===== src/rtl/dport_pkg.sv =====
package dport_pkg;

    typedef enum logic [1:0] {
        ST_IDLE,
        ST_FIRST,
        ST_SECOND
    } rd_state_e;

    typedef enum logic [1:0] {
        TGT_VRAM,
        TGT_CRAM,
        TGT_VSRAM,
        TGT_NONE
    } rd_target_e;

    localparam logic [3:0]  CODE_VRAM_RD  = 4'h0;
    localparam logic [3:0]  CODE_VSRAM_RD = 4'h4;
    localparam logic [3:0]  CODE_CRAM_RD  = 4'h8;
    localparam logic [15:0] CRAM_KEEP_DEF  = 16'h0EEE;
    localparam logic [15:0] VSRAM_KEEP_DEF = 16'h03FF;

    function automatic rd_target_e decode_target(input logic [3:0] code);
        case (code)
            CODE_VRAM_RD:  return TGT_VRAM;
            CODE_CRAM_RD:  return TGT_CRAM;
            CODE_VSRAM_RD: return TGT_VSRAM;
            default:       return TGT_NONE;
        endcase
    endfunction

    // stored bits where keep is set, stale FIFO bits elsewhere
    function automatic logic [15:0] fill_undef(input logic [15:0] stored,
                                               input logic [15:0] stale,
                                               input logic [15:0] keep);
        return (stored & keep) | (stale & ~keep);
    endfunction

    typedef struct packed {
        logic        ack;
        logic        we;
        logic [15:0] word;
    } rd_result_t;

endpackage


===== src/rtl/dport_seq.sv =====
module dport_seq
    import dport_pkg::*;
(
    input  logic       clk,
    input  logic       rst,
    input  logic       rd_req,
    input  logic       write_mode,
    input  rd_target_e target,
    input  logic       slot_unused,
    output logic       accept,
    output logic       in_second,
    output logic       take_first,
    output logic       slot_hold,
    output logic       done_read,
    output logic       done_write
);
    rd_state_e state_q;

    assign accept     = rd_req && (state_q == ST_IDLE);
    assign in_second  = (state_q == ST_SECOND);
    assign slot_hold  = (state_q != ST_IDLE);
    assign take_first = (state_q == ST_FIRST) && slot_unused;
    assign done_write = accept && write_mode;
    assign done_read  = (in_second && slot_unused) ||
                        (take_first && target != TGT_VRAM);

    always_ff @(posedge clk) begin
        if (rst) begin
            state_q <= ST_IDLE;
        end else begin
            case (state_q)
                ST_IDLE:   if (accept && !write_mode) state_q <= ST_FIRST;
                ST_FIRST:  if (slot_unused)
                               state_q <= (target == TGT_VRAM) ? ST_SECOND : ST_IDLE;
                ST_SECOND: if (slot_unused) state_q <= ST_IDLE;
                default:   state_q <= ST_IDLE;
            endcase
        end
    end
endmodule


===== src/rtl/dport_fetch.sv =====
module dport_fetch
    import dport_pkg::*;
#(
    parameter int          ADDR_W      = 16,
    parameter int          CRAM_DEPTH  = 64,
    parameter int          VSRAM_DEPTH = 40,
    parameter logic [15:0] CRAM_KEEP   = CRAM_KEEP_DEF,
    parameter logic [15:0] VSRAM_KEEP  = VSRAM_KEEP_DEF
) (
    input  logic                          clk,
    input  logic                          rst,
    input  logic [ADDR_W-1:0]             addr_i,
    input  logic [15:0]                   last_fifo_i,
    input  rd_target_e                    target,
    input  logic                          in_second,
    input  logic                          take_first,
    output logic [ADDR_W-1:0]             vram_addr,
    input  logic [7:0]                    vram_rdata,
    output logic [$clog2(CRAM_DEPTH)-1:0] cram_addr,
    input  logic [15:0]                   cram_rdata,
    output logic [$clog2(VSRAM_DEPTH)-1:0] vsram_addr,
    input  logic [15:0]                   vsram_rdata,
    output logic [15:0]                   word
);
    localparam int CRAM_IW  = $clog2(CRAM_DEPTH);
    localparam int VSRAM_IW = $clog2(VSRAM_DEPTH);
    localparam int VS_WRAP  = 6;  // scroll index wraps at 64 words

    logic [7:0]         hi_q;
    logic [VS_WRAP-1:0] vs_idx;
    logic               vs_in_range;

    assign vram_addr   = in_second ? (addr_i ^ ADDR_W'(1)) : addr_i;
    assign cram_addr   = addr_i[CRAM_IW:1];
    assign vs_idx      = addr_i[VS_WRAP:1];
    assign vsram_addr  = vs_idx[VSRAM_IW-1:0];
    assign vs_in_range = (int'(vs_idx) < VSRAM_DEPTH);

    always_ff @(posedge clk) begin
        if (rst)
            hi_q <= '0;
        else if (take_first && target == TGT_VRAM)
            hi_q <= vram_rdata;
    end

    always_comb begin
        case (target)
            TGT_VRAM:  word = {hi_q, vram_rdata};
            TGT_CRAM:  word = fill_undef(cram_rdata, last_fifo_i, CRAM_KEEP);
            TGT_VSRAM: word = vs_in_range ?
                              fill_undef(vsram_rdata, last_fifo_i, VSRAM_KEEP) : 16'h0000;
            default:   word = 16'h0000;
        endcase
    end
endmodule


===== src/rtl/dport_resp.sv =====
module dport_resp
    import dport_pkg::*;
#(
    parameter int ADDR_W = 16,
    parameter int INC_W  = 8
) (
    input  logic              clk,
    input  logic              rst,
    input  logic              accept,
    input  logic              done_read,
    input  logic              done_write,
    input  logic [15:0]       word,
    input  logic [ADDR_W-1:0] addr_i,
    input  logic [INC_W-1:0]  autoinc_i,
    output rd_result_t        result,
    output logic [ADDR_W-1:0] addr_next,
    output logic              pend_clr
);
    always_ff @(posedge clk) begin
        if (rst) begin
            result    <= '0;
            addr_next <= '0;
            pend_clr  <= 1'b0;
        end else begin
            pend_clr   <= accept;
            result.ack <= done_read || done_write;
            result.we  <= done_read;
            if (done_write)
                result.word <= 16'h0000;
            else if (done_read)
                result.word <= word;
            if (done_read)
                addr_next <= addr_i + ADDR_W'(autoinc_i);
        end
    end
endmodule


===== src/rtl/dport_read_unit.sv =====
module dport_read_unit
    import dport_pkg::*;
#(
    parameter int ADDR_W      = 16,
    parameter int INC_W       = 8,
    parameter int CRAM_DEPTH  = 64,
    parameter int VSRAM_DEPTH = 40
) (
    input  logic                           clk,
    input  logic                           rst,
    input  logic                           rd_req,
    input  logic [3:0]                     code_i,
    input  logic [ADDR_W-1:0]              addr_i,
    input  logic [INC_W-1:0]               autoinc_i,
    input  logic [15:0]                    last_fifo_i,
    input  logic                           slot_unused,
    output logic                           slot_hold,
    output logic [ADDR_W-1:0]              vram_addr,
    input  logic [7:0]                     vram_rdata,
    output logic [$clog2(CRAM_DEPTH)-1:0]  cram_addr,
    input  logic [15:0]                    cram_rdata,
    output logic [$clog2(VSRAM_DEPTH)-1:0] vsram_addr,
    input  logic [15:0]                    vsram_rdata,
    output logic                           rd_ack,
    output logic [15:0]                    rd_data,
    output logic                           addr_we,
    output logic [ADDR_W-1:0]              addr_next,
    output logic                           pend_clr
);
    rd_target_e target;
    rd_result_t result;
    logic       accept, in_second, take_first, done_read, done_write;
    logic [15:0] word;

    assign target = decode_target(code_i);

    dport_seq u_seq (
        .clk(clk), .rst(rst), .rd_req(rd_req), .write_mode(code_i[0]),
        .target(target), .slot_unused(slot_unused), .accept(accept),
        .in_second(in_second), .take_first(take_first), .slot_hold(slot_hold),
        .done_read(done_read), .done_write(done_write)
    );

    dport_fetch #(
        .ADDR_W(ADDR_W), .CRAM_DEPTH(CRAM_DEPTH), .VSRAM_DEPTH(VSRAM_DEPTH)
    ) u_fetch (
        .clk(clk), .rst(rst), .addr_i(addr_i), .last_fifo_i(last_fifo_i),
        .target(target), .in_second(in_second), .take_first(take_first),
        .vram_addr(vram_addr), .vram_rdata(vram_rdata),
        .cram_addr(cram_addr), .cram_rdata(cram_rdata),
        .vsram_addr(vsram_addr), .vsram_rdata(vsram_rdata), .word(word)
    );

    dport_resp #(.ADDR_W(ADDR_W), .INC_W(INC_W)) u_resp (
        .clk(clk), .rst(rst), .accept(accept), .done_read(done_read),
        .done_write(done_write), .word(word), .addr_i(addr_i),
        .autoinc_i(autoinc_i), .result(result), .addr_next(addr_next),
        .pend_clr(pend_clr)
    );

    assign rd_ack  = result.ack;
    assign addr_we = result.we;
    assign rd_data = result.word;
endmodule


===== config.mk =====
export PLATFORM = sky130hd
export DESIGN_NAME = dport_read_unit
export DESIGN_NICKNAME = d
export VERILOG_FILES = /design/src/rtl/dport_pkg.sv /design/src/rtl/dport_seq.sv /design/src/rtl/dport_fetch.sv /design/src/rtl/dport_resp.sv /design/src/rtl/dport_read_unit.sv
export SDC_FILE = /design/constraint.sdc
export NUM_CORES = 1
export LEC_CHECK = 0
export ABC_CLOCK_PERIOD_IN_PS = 2500
export BUFFER_PORTS_ARGS = -buffer_cell sky130_fd_sc_hd__buf_2
export CAP_MARGIN = 20
export CORE_AREA = 2 2 80 82
export CTS_BUF_LIST = sky130_fd_sc_hd__clkbuf_16
export DETAILED_ROUTE_END_ITERATION = 7
export DIE_AREA = 0 0 82 84
export PLACE_DENSITY = 0.87
export SLEW_MARGIN = 20
export SYNTH_ARGS = -nofsm -noshare
export SYNTH_HDL_FRONTEND = slang
export SYNTH_SLANG_ARGS = --single-unit

===== constraint.sdc =====
create_clock -name clk -period 2.5 [get_ports clk]
set_input_delay 0.25 -clock clk [delete_from_list [all_inputs] [get_ports clk]]
set_output_delay 0.25 -clock clk [all_outputs]
set_load 0.05 [all_outputs]

-- Word level (Yosys, flattened, before mapping)
Cells that the tools add are included.
- register bits after elaboration: 45
- input port bits: 88
- output and inout port bits: 64
- logic and storage cells: 47
- $add $sub $neg: 1
- order comparisons: 1
- equality and inequality tests: 9
- mux-type cells: 9
- bitwise logic cells: 3
- reductions and logical operators: 17
- operators with widths (operator ; count):
    one-hot mux 16 bit (3 select lines) ; 1
    adder 16 x 8 -> 16 bit ; 1
    two-way mux 16 bit ; 1
    bitwise OR 10 x 16 -> 16 bit ; 1
    bitwise OR 12 x 16 -> 16 bit ; 1
    one-hot mux 2 bit (3 select lines) ; 2
    two-way mux 2 bit ; 4
    logical AND 1 bit ; 7
    < comparator 6 bit (second input constant) ; 1
    inequality test 2 bit (second input constant) ; 3
    equality test 2 x 1 -> 1 bit (second input constant) ; 2
    equality test 2 bit (second input constant) ; 2
    equality test 4 x 3 -> 1 bit (second input constant) ; 1
    equality test 4 bit (second input constant) ; 1
    logical NOT 2 bit ; 2
    logical NOT 4 bit ; 1
    nonzero test 2 bit ; 2
    AND reduction 3 bit ; 1
    logical OR 1 bit ; 2
    OR reduction 2 bit ; 1
    logical NOT 1 bit ; 1
    two-way mux 1 bit ; 1
    inverter 1 bit ; 1

-- Longest topological paths before layout
- word-level depth: 6
- mapped depth: 8
- depth with buffers taken out: 7

-- Modules after synthesis
From an unflattened synthesis, not the netlist that was laid out.
- cells, all modules: 306
- area, all modules: 2761.4 µm²
- by module, submodules not included (module ; instances ; cells each ; area each (µm²) ; sequential area each (µm²)):
    dport_resp ; 1 ; 179 ; 1737.9 ; 700.7
    dport_fetch ; 1 ; 106 ; 868.3 ; 160.2
    dport_seq ; 1 ; 19 ; 142.6 ; 40.0
    dport_read_unit ; 1 ; 2 ; 12.5 ; 0.0

-- Worst setup path before layout
OpenSTA, ideal clock, no wires.
- kind: in2reg
- from: input addr_i[0]
- to: register u_resp.addr_next[6]
- library setup time: 0.122 ns
- arrival time: 1.854 ns
- required time: 2.378 ns
- slack: 0.524 ns
- cell stages on the path: 7
- buffers on the path: 0
- cell sequence: ha_1 fa_1 a211oi_1 o21bai_1 a21oi_1 nor4_1 a311o_1
- cells in the longest elaborated chain, start to end: 1
- ends and longest elaborated chain (item ; RTL line ; text):
    from (decl) ; dport_read_unit.sv:13 ; input logic [ADDR_W-1:0] addr_i,
    adder 16 x 8 -> 16 bit ; dport_resp.sv:33 ; addr_next <= addr_i + ADDR_W'(autoinc_i);
    to (signal assigned) ; dport_resp.sv:33 ;
    to (decl) ; dport_resp.sv:16 ; output logic [ADDR_W-1:0] addr_next,
No other way between the ends.
A chain may end at the register's enable or synchronous reset.

-- Worst setup path in the final report
- from: input addr_i[0]
- to: register u_resp.addr_next[12]
The elaborated chain is that of the path after synthesis.

==> results.json <==
{
  "gp_congestion": 0.8708,
  "syn2layout_area_growth_pct": 29.19,
  "synth.area.mux_share_pct": 3.182,
  "cts.repair.resized": 0,
  "synthXorXnorAreaFrac_pct": 2.089,
  "grt_overflow": 0,
  "syn_inst": 272,
  "synth_fa_ha_area_share_pct": 4.774,
  "crit_family": "compound AO/OA/AOI/OAI gates",
  "clock_latency_ns": 0.28,
  "max_freq_ghz": 0.5056,
  "rsz0062_at_grt": "no",
  "initial_core_util_pct": 41.28,
  "root_buffer": "clkbuf_16",
  "async_reset_ff_share_pct": 0,
  "skew_ns": 0.005775,
  "routed_wl_mm": 6.790,
  "nets": 475,
  "clk_pin_slew_ns": 0.06,
  "drive_gt1_share_pct": 40.11,
  "num_antenna_cells": 0,
  "grt_pass1_wl_mm": 11.01,
  "slew_headroom_pct": 62.96,
  "p_sw_uw": 559.2,
  "mostFrequentLayoutCell": "buf_2",
  "drt_iter0_drc": 73,
  "p_per_area_mw_per_mm2": 613.6,
  "finalHoldViolations": 0,
  "crit_type": "primary input to flip-flop",
  "die_area_mm2": 0.006888,
  "switching_share_pct": 28.04,
  "dr.pass1.iters": 4,
  "die_width_um": 82,
  "ant_nets": 0,
  "grt_max_degree": 32,
  "regArea_um2": 900.9,
  "hold_ws_ns": 0.2209,
  "cpPeakStageDelay_ns": 0.43,
  "io_pins": 152,
  "crit_slowest_cell": "fa_1",
  "synth.top_cell.area_share_pct": 35.80,
  "syn_area_mm2": 0.002516,
  "synth_compound_area_share_pct": 26.85,
  "postSynthAreaPerCell_um2": 9.251,
  "numPortBuffers": 131,
  "synth_top_family_by_area": "compound AO/OA/AOI/OAI gates",
  "crit_required_ns": 2.65,
  "comb_power_share_pct": 21.1,
  "core_mm2": 0.006096,
  "synthSimpleGateAreaFrac_pct": 15.02,
  "start_kind": "primary input",
  "via_per_inst": 5.491,
  "holdBufCountCts": 0,
  "final_cell_count_no_fill": 456,
  "netlist_top_cells_area": "dfxtp_1 (36%), buf_4 (8.1%), o2bb2ai_1 (5.6%)",
  "peakVddDrop_mv": 0.4320,
  "fin_crit_ns": 1.978,
  "synth_nets": 369,
  "path_buf_inv": 1,
  "ys_seq_elements": 45,
  "track_usage_pct": 20.04,
  "tns_ns": 0,
  "cts_max_level": 2,
  "yosysSeqAreaShare_pct": 35.80,
  "post-dp-hpwl_mm": 5.242,
  "synth_cell_types": 47,
  "cts_buffers": 5,
  "cp_max_fo": 4,
  "critPathCaptureType": "flip-flop",
  "leakagePower_nw": 1.523,
  "routed-via-count": 2504,
  "seq_power_share_pct": 36.9,
  "cts_setup_buffers": 0,
  "crit_chain": "buf_2 -> ha_1 -> fa_1 -> a211oi_1 -> o211ai_1 -> nand4_1 -> xor2_1 -> a211oi_1",
  "drv_slew": 0,
  "p_int_mw": 1.435,
  "chipHeight_um": 84,
  "placed_cells": 448,
  "clock-sinks": 45,
  "cpMostUsedCell": "a211oi_1",
  "hold_class": "primary input to flip-flop",
  "power_frac_clock_pct": 42.0,
  "fin_crit_sh_pct": 79.11,
  "post-route-drc-count": 0,
  "clock_path_buffers": 2,
  "final_cell_mix": "buf_2 (131), dfxtp_1 (45), nor2_1 (23)",
  "antenna_found_initial": 0,
  "fillCellCount": 572,
  "rows": 29,
  "yosysTopAreaCell": "dfxtp_1",
  "status": "completed",
  "grt_pass1_vias": 2422,
  "setup_viol": 0,
  "arrival_ns": 2.13,
  "worst_pin_slew_ns": 0.5522,
  "synthFlopType": "dfxtp_1",
  "cap_violations": 0,
  "ys_warn_count": 0,
  "multi_input_area_mm2": 0.001306,
  "synth_edf_count": 0,
  "post_drt_wl_per_cell_um": 14.89,
  "cts_tree": "done"
}
worst register-to-register path: cells and delay by family, from the launching register on:
| family | cells | cell delay, ns |
|---|---|---|
| flip-flops | 1 | 0.35 |
| AO/OA/AOI/OAI | 2 | 0.47 |
| buffers and inverters | 1 | 0.28 |
| AND/OR/NAND/NOR | 2 | 0.52 |
logic make-up (layout without fill, tap and decap cells):
kind of cell	count (synthesis)	count (layout)
xor gates and xnor gates	6	6
and+or+nand+nor	72	72
muxes	8	8
buffers and inverters	49	156
DFF	45	45
adders and majority gates	9	9
AOI/OAI and AO/OA	83	83
final cells by class:
class	count	share of cell area, %
Clock buffer	5	3.849
Clock inverter	3	2.002
Timing Repair Buffer	141	22.48
Tap cell	77	2.964
Multi-Input combinational cell	178	40.18
Inverter	7	0.8083
Sequential cell	45	27.71
Yosys cell counts (4+ instances only):
master and instances:
nor3_1 6, ha_1 8, a22oi_1 5, nand2_1 13
o2bb2ai_1 16, o21ai_0 5, buf_4 27, a21o_1 5
nand3_1 4, a222oi_1 12, dfxtp_1 45, inv_1 7
a311o_1 5, nor2_1 23, mux2i_1 8, and3_1 8
clkbuf_1 10, nand4_1 4, a21oi_1 11, a211oi_1 7
worst paths after layout:
path	endpoint	slack, ns	startpoint	cells past startpoint
max	u_resp.addr_next[12]$_SDFFE_PP0P_	0.52	addr_i[0]	8
min	u_fetch.hi_q[0]$_SDFFE_PP0P_	0.22	vram_rdata[0]	3
max reg2reg	u_resp.addr_next[5]$_SDFFE_PP0P_	0.77	u_seq.state_q[0]$_SDFFE_PP0P_	5
min reg2reg	u_resp.result[1]$_SDFFE_PP0P_	0.46	u_resp.result[1]$_SDFFE_PP0P_	1
state kept, by name, summed over array words and instances (netlist names):
name and count:
u_fetch.hi_q 8, u_resp.addr_next 16, u_resp.pend_clr 1, u_resp.result 18, u_seq.state_q 2
routing by layer:
layer | global-route usage (%) | vias up | routed length, um | share of wire [%]
met5 | 0 | - | 0 | 0
met4 | 6.212 | 0 | 104 | 1.5
met3 | 6.061 | 10 | 609 | 9.0
met2 | 35.62 | 121 | 3350 | 49
met1 | 22.30 | 1151 | 2725 | 40
li1 | - | 1222 | - | -
through the flow:
step	total power [mW]	utilization, %	instance area, um2	setup WS (ns)
floorplan	1.061	-	2516	0.5245
global placement	1.164	50.21	3060	0.2921
detailed placement	1.173	50.21	3060	0.2462
CTS	2.014	53.33	3251	0.5308
global route	2.082	53.33	3251	0.3848
finish	1.994	53.33	3251	0.5223
power groups by stage:
stage	registers [mW]	logic (mW)	clock network (mW)
after floorplan	0.794	0.267	0
after global placement	0.752	0.412	0
after detailed placement	0.753	0.420	0
after CTS	0.737	0.421	0.856
after global routing	0.738	0.456	0.888
final	0.737	0.421	0.837
(Power assumes the default switching activity.)
